File: src/rtl/brk_pkg.sv
package brk_pkg;
    typedef enum logic [2:0] {
        SZ_ANY  = 3'b000,
        SZ_BYTE = 3'b001,
        SZ_WORD = 3'b010,
        SZ_LONG = 3'b011,
        SZ_QUAD = 3'b100
    } size_e;

    // Number of low address bits dropped from the compare for a size code.
    function automatic logic [1:0] ign_bits(input logic [2:0] sz);
        case (sz)
            SZ_QUAD: ign_bits = 2'd3;
            SZ_LONG: ign_bits = 2'd2;
            SZ_WORD: ign_bits = 2'd1;
            default: ign_bits = 2'd0;
        endcase
    endfunction

    typedef struct packed {
        logic brk;
    } brk_state_t;
endpackage

File: src/rtl/brk_addr_match.sv
module brk_addr_match
    import brk_pkg::*;
#(
    parameter int ADDR_W = 32
) (
    input  logic [ADDR_W-1:0] acc_addr,
    input  logic [ADDR_W-1:0] cfg_addr,
    input  logic [2:0]        eff_size,
    output logic              hit
);
    logic [ADDR_W-1:0] care;
    logic [1:0]        nign;

    always_comb begin
        nign = ign_bits(eff_size);
        care = '1 << nign;
        hit  = ((acc_addr ^ cfg_addr) & care) == '0;
    end
endmodule

File: src/rtl/brk_lane_cmp.sv
module brk_lane_cmp #(
    parameter int W = 32
) (
    input  logic [W-1:0] lane,
    input  logic [W-1:0] value,
    input  logic [W-1:0] dont_care,
    output logic         hit
);
    always_comb hit = ((lane ^ value) & ~dont_care) == '0;
endmodule

File: src/rtl/brk_cmp_top.sv
module brk_cmp_top
    import brk_pkg::*;
#(
    parameter int ADDR_W = 32,
    parameter int DATA_W = 32,
    parameter int ID_W   = 8,
    parameter int LANES  = 2
) (
    input  logic                    clk,
    input  logic                    rst_n,
    input  logic                    acc_vld,
    input  logic [ADDR_W-1:0]       acc_addr,
    input  logic [2:0]              acc_size,
    input  logic [ID_W-1:0]         acc_asid,
    input  logic                    acc_is_ifetch,
    input  logic                    acc_has_data,
    input  logic [LANES*DATA_W-1:0] acc_data,
    input  logic [ADDR_W-1:0]       cfg_addr,
    input  logic [ID_W-1:0]         cfg_asid,
    input  logic                    cfg_asid_en,
    input  logic [2:0]              cfg_size,
    input  logic                    cfg_data_en,
    input  logic [DATA_W-1:0]       cfg_data,
    input  logic [DATA_W-1:0]       cfg_mask,
    output logic                    brk_o
);
    localparam int HALF_W = DATA_W / 2;
    localparam int BYTE_W = 8;

    logic [2:0]        eff_size;
    logic              size_ok;
    logic              addr_hit;
    logic [DATA_W-1:0] width_dc;
    logic [DATA_W-1:0] lane_dc;
    logic [LANES-1:0]  lane_hit;
    logic              data_hit;
    logic              data_ok;
    logic              asid_ok;
    brk_state_t        st_d, st_q;

    always_comb begin
        eff_size = (cfg_size == SZ_ANY) ? acc_size : cfg_size;
        size_ok  = (cfg_size == SZ_ANY) || (acc_size == cfg_size);
    end

    brk_addr_match #(.ADDR_W(ADDR_W)) u_addr (
        .acc_addr (acc_addr),
        .cfg_addr (cfg_addr),
        .eff_size (eff_size),
        .hit      (addr_hit)
    );

    // Lanes above the access width are forced to don't-care.
    always_comb begin
        case (eff_size)
            SZ_BYTE: width_dc = {{(DATA_W-BYTE_W){1'b1}}, {BYTE_W{1'b0}}};
            SZ_WORD: width_dc = {{(DATA_W-HALF_W){1'b1}}, {HALF_W{1'b0}}};
            default: width_dc = '0;
        endcase
        lane_dc = cfg_mask | width_dc;
    end

    for (genvar g = 0; g < LANES; g++) begin : g_lane
        brk_lane_cmp #(.W(DATA_W)) u_lane (
            .lane      (acc_data[g*DATA_W +: DATA_W]),
            .value     (cfg_data),
            .dont_care (lane_dc),
            .hit       (lane_hit[g])
        );
    end

    always_comb begin
        if (eff_size == SZ_QUAD) data_hit = |lane_hit;
        else                     data_hit = lane_hit[0];
        data_ok = !cfg_data_en || acc_is_ifetch || (acc_has_data && data_hit);
        asid_ok = !cfg_asid_en || (acc_asid == cfg_asid);
    end

    always_comb begin
        st_d     = st_q;
        st_d.brk = acc_vld && size_ok && addr_hit && asid_ok && data_ok;
    end

    always_ff @(posedge clk or negedge rst_n) begin
        if (!rst_n) st_q <= '0;
        else        st_q <= st_d;
    end

    assign brk_o = st_q.brk;
endmodule

File: config.mk
export PLATFORM = sky130hd
export DESIGN_NAME = brk_cmp_top
export DESIGN_NICKNAME = d
export VERILOG_FILES = /design/src/rtl/brk_pkg.sv /design/src/rtl/brk_addr_match.sv /design/src/rtl/brk_lane_cmp.sv /design/src/rtl/brk_cmp_top.sv
export SDC_FILE = /design/constraint.sdc
export NUM_CORES = 1
export LEC_CHECK = 0
export ABC_AREA = 1
export ABC_CLOCK_PERIOD_IN_PS = 1380
export BUFFER_PORTS_ARGS = -buffer_cell sky130_fd_sc_hd__buf_2
export CAP_MARGIN = 40
export CORE_AREA = 5 5 83 85
export DETAILED_ROUTE_END_ITERATION = 12
export DIE_AREA = 0 0 88 90
export GPL_TIMING_DRIVEN = 0
export PLACE_DENSITY = 0.82
export SLEW_MARGIN = 20
export SYNTH_ARGS = -nofsm -noshare
export SYNTH_HDL_FRONTEND = slang
export SYNTH_SLANG_ARGS = --single-unit
File: constraint.sdc
create_clock -name clk -period 1.38 [get_ports clk]
set_clock_uncertainty 0.1 [all_clocks]
set_input_delay 0.138 -clock clk [delete_from_list [all_inputs] [get_ports clk]]
set_output_delay 0.138 -clock clk [all_outputs]
set_load 0.02 [all_outputs]
==> impl_metrics.tcl <==
set metrics [dict create \
    syn_nets 625 \
    fp.dieH_um 90 \
    finalHoldViolations 0 \
    post-route-period-util_pct 130 \
    final_core_util_pct 57.9 \
    nNetsFinal 856 \
    clk_pin_slew_worst_paths_ns 0 \
    grt_max_degree 11 \
    firstDrtPassIters 4 \
    synthDistinctLibCells 32 \
    crit_start "cfg_size[1]" \
    required_ns 1.20 \
    worst_pin_slew_ns 0.304 \
    crit_type "in -> reg" \
    critPathCaptureType "flop" \
    powerDensity_nw_per_um2 296 \
    post-dp-hpwl_um 7690 \
    port-buffer-count 221 \
    num_antenna_cells 0 \
    final_cells 710 \
    largest_reg_flops 1 \
    routed_wl_um 8650 \
    ys_warn_count 0 \
    holdWs_ns 0.300 \
    maxSlewViolCount 0 \
    grt_overflow 0 \
    syn_avg_cell_area_um2 5.27 \
    finalSetupViolations 1 \
    drtAntennaViolNets 0 \
    hold_path_class "in -> reg" \
    max_freq_ghz 0.558 \
    num_rows 29 \
    fin_crit_ns 1.79 \
    wl_per_cell_um 12.2 \
    leakagePower_uw 0.00223 \
    relSlewSlack_pct 79.5 \
    dpl.cell_count 702 \
    fin_ws_ns -0.412 \
    status "finished, violations left" \
    antenna_found_initial 0 \
    setup-tns-final_ns -0.412 \
    synth_cells 404 \
    vias_per_cell 4.60 \
    critPathMaxFanout 6 \
    rsz0062_at_grt "true" \
    cp-start-kind "primary input" \
    initial_core_util_pct 34.7 \
    die-area_um2 7920 \
    num_vias 3264 \
    endpoint "brk_o" \
    critPathArrivalTime_ns 1.61 \
    syn_area_um2 2130 \
    fp.dieW_um 88 \
    ios 222 \
    nFillCells 608 \
    gp_congestion 0.833 \
    coreArea_um2 6130 \
    areaGrowthSynthToFinish_pct 66.8 \
    grt_pass1_vias 3334 \
    violations "setup timing" \
    yosysSeqAreaShare_pct 1.17 \
    layout-drive-gt1-share_pct 41.2 \
    irDropWorstVdd_uv 164 \
    synth-seq-cells 1 \
    max-cap-violations 0 \
    drc 0 \
    grt_usage_pct 20.3 \
    drt-initial-drc-count 81 \
    grt_pass1_wl_um 13700 \
]
==> per-stage QoR <==
| stage | worst slack, ns | cell area [um2] | total power, uW |
|---|---|---|---|
| after floorplan | -0.113 | 2160 | 522 |
| after global placement | -0.465 | 3360 | 959 |
| after detailed placement | -0.484 | 3360 | 983 |
| after CTS | -0.433 | 3510 | 1040 |
| after global routing | -0.539 | 3550 | 1170 |
| final | -0.412 | 3550 | 1050 |
==> critical path, cell delays in order <==
cell     delay (ns)
buf_8          0.11
buf_4          0.13
inv_1          0.06
nand2_2        0.07
inv_2          0.10
nand2_4        0.11
buf_6          0.15
nand3_1        0.06
nand2_1        0.05
nor2_1         0.12
nand2_1        0.08
nor2_2         0.11
nand3_1        0.08
nand2_1        0.08
nand2_1        0.06
a21oi_2        0.12
==> routing by layer <==
layer / part of all wire (%) / global-route usage [%] / vias to the layer above
met2: 52 / 39.6 / 149
met4: 2.1 / 3.96 / 0
met1: 37 / 23.0 / 1360
li1: - / - / 1737
met3: 9.3 / 1.74 / 18
met5: 0 / 0 / -
==> logic make-up (layout without fill, tap and decap cells) <==
| group | after synthesis | count (layout) | share of synthesized area [%] |
|---|---|---|---|
| buffers and inverters | 94 | 323 | 17.5 |
| flip-flops | 1 | 1 | 1.17 |
| AND/OR/NAND/NOR | 214 | 214 | 45.7 |
| AO/OA/AOI/OAI | 32 | 32 | 9.69 |
| XOR/XNOR | 63 | 63 | 25.9 |
==> worst min path at each step <==
stage	from	endpoint	slack, ns	cells past startpoint
after global placement	rst_n	brk_o	-0.19	1
final	acc_has_data	brk_o	0.30	3
after floorplan	rst_n	brk_o	-0.26	0
after CTS	acc_has_data	brk_o	0.30	3
after global routing	acc_has_data	brk_o	0.32	3
after detailed placement	rst_n	brk_o	-0.18	1
==> Yosys cell counts, drive strengths merged <==
library cell	instances	share of area (%)
a21oi	5	1.4
nand4	24	7.0
a211oi	1	0.35
o22ai	7	2.1
buf	6	2.0
or2	4	1.2
nand3	44	11
inv	88	16
o41ai	1	0.41
a22o	4	1.6
nor4	4	1.2
nor2	40	7.5
a32o	1	0.47
nand3b	2	0.70
o2111ai	1	0.41
dfrtp	1	1.2
nand2	95	17
xnor2	12	4.9
o21ai	11	2.6
xor2	51	21
a221oi	1	0.41
nor3	1	0.23
==> timing repair <==
action / 4_1_cts / 5_1_grt
setup endpoints to repair: 1 / 1
gates cloned: 2 / 0
hold endpoints to repair: 1 / 0
resized for setup: 25 / 6
buffers inserted: 3 / 2
pin swaps: 15 / 16
hold buffers: 1 / 0
==> final cells by class <==
type / instances / area [um2] / area share [%]
buffer: 6 / 67.6 / 1.90
sequential: 1 / 25.0 / 0.704
multi-input combinational: 309 / 1820 / 51.2
timing repair buffer: 229 / 1210 / 34.2
tap: 77 / 96.3 / 2.71
inverter: 88 / 330 / 9.30
==> cells in the final DEF (no fill, tap or decap), types with 2 or more instances in the layout <==
cell type and instances:
inv_2 2, nand2_4 2, inv_1 86, buf_2 218, nand3_1 34, nor2_1 37, buf_8 3, nand2_1 89
nand3b_1 2, a21oi_1 4, nor4_1 4, xnor2_1 12, nor2_4 2, o21ai_0 10, nand2_2 4, nand4_1 24
or2_2 3, xor2_1 51, a22o_1 4, o22ai_1 7, buf_4 5, buf_6 7, nand3_2 9
==> where the power goes <==
part / total [uW] / internal [uW] / switching (uW)
combinational: 1020 / 528 / 495
sequential: 29.9 / 29.9 / 0.0000000240
clock: 0 / 0 / 0
No activity file was read; power rests on OpenSTA's default activity.
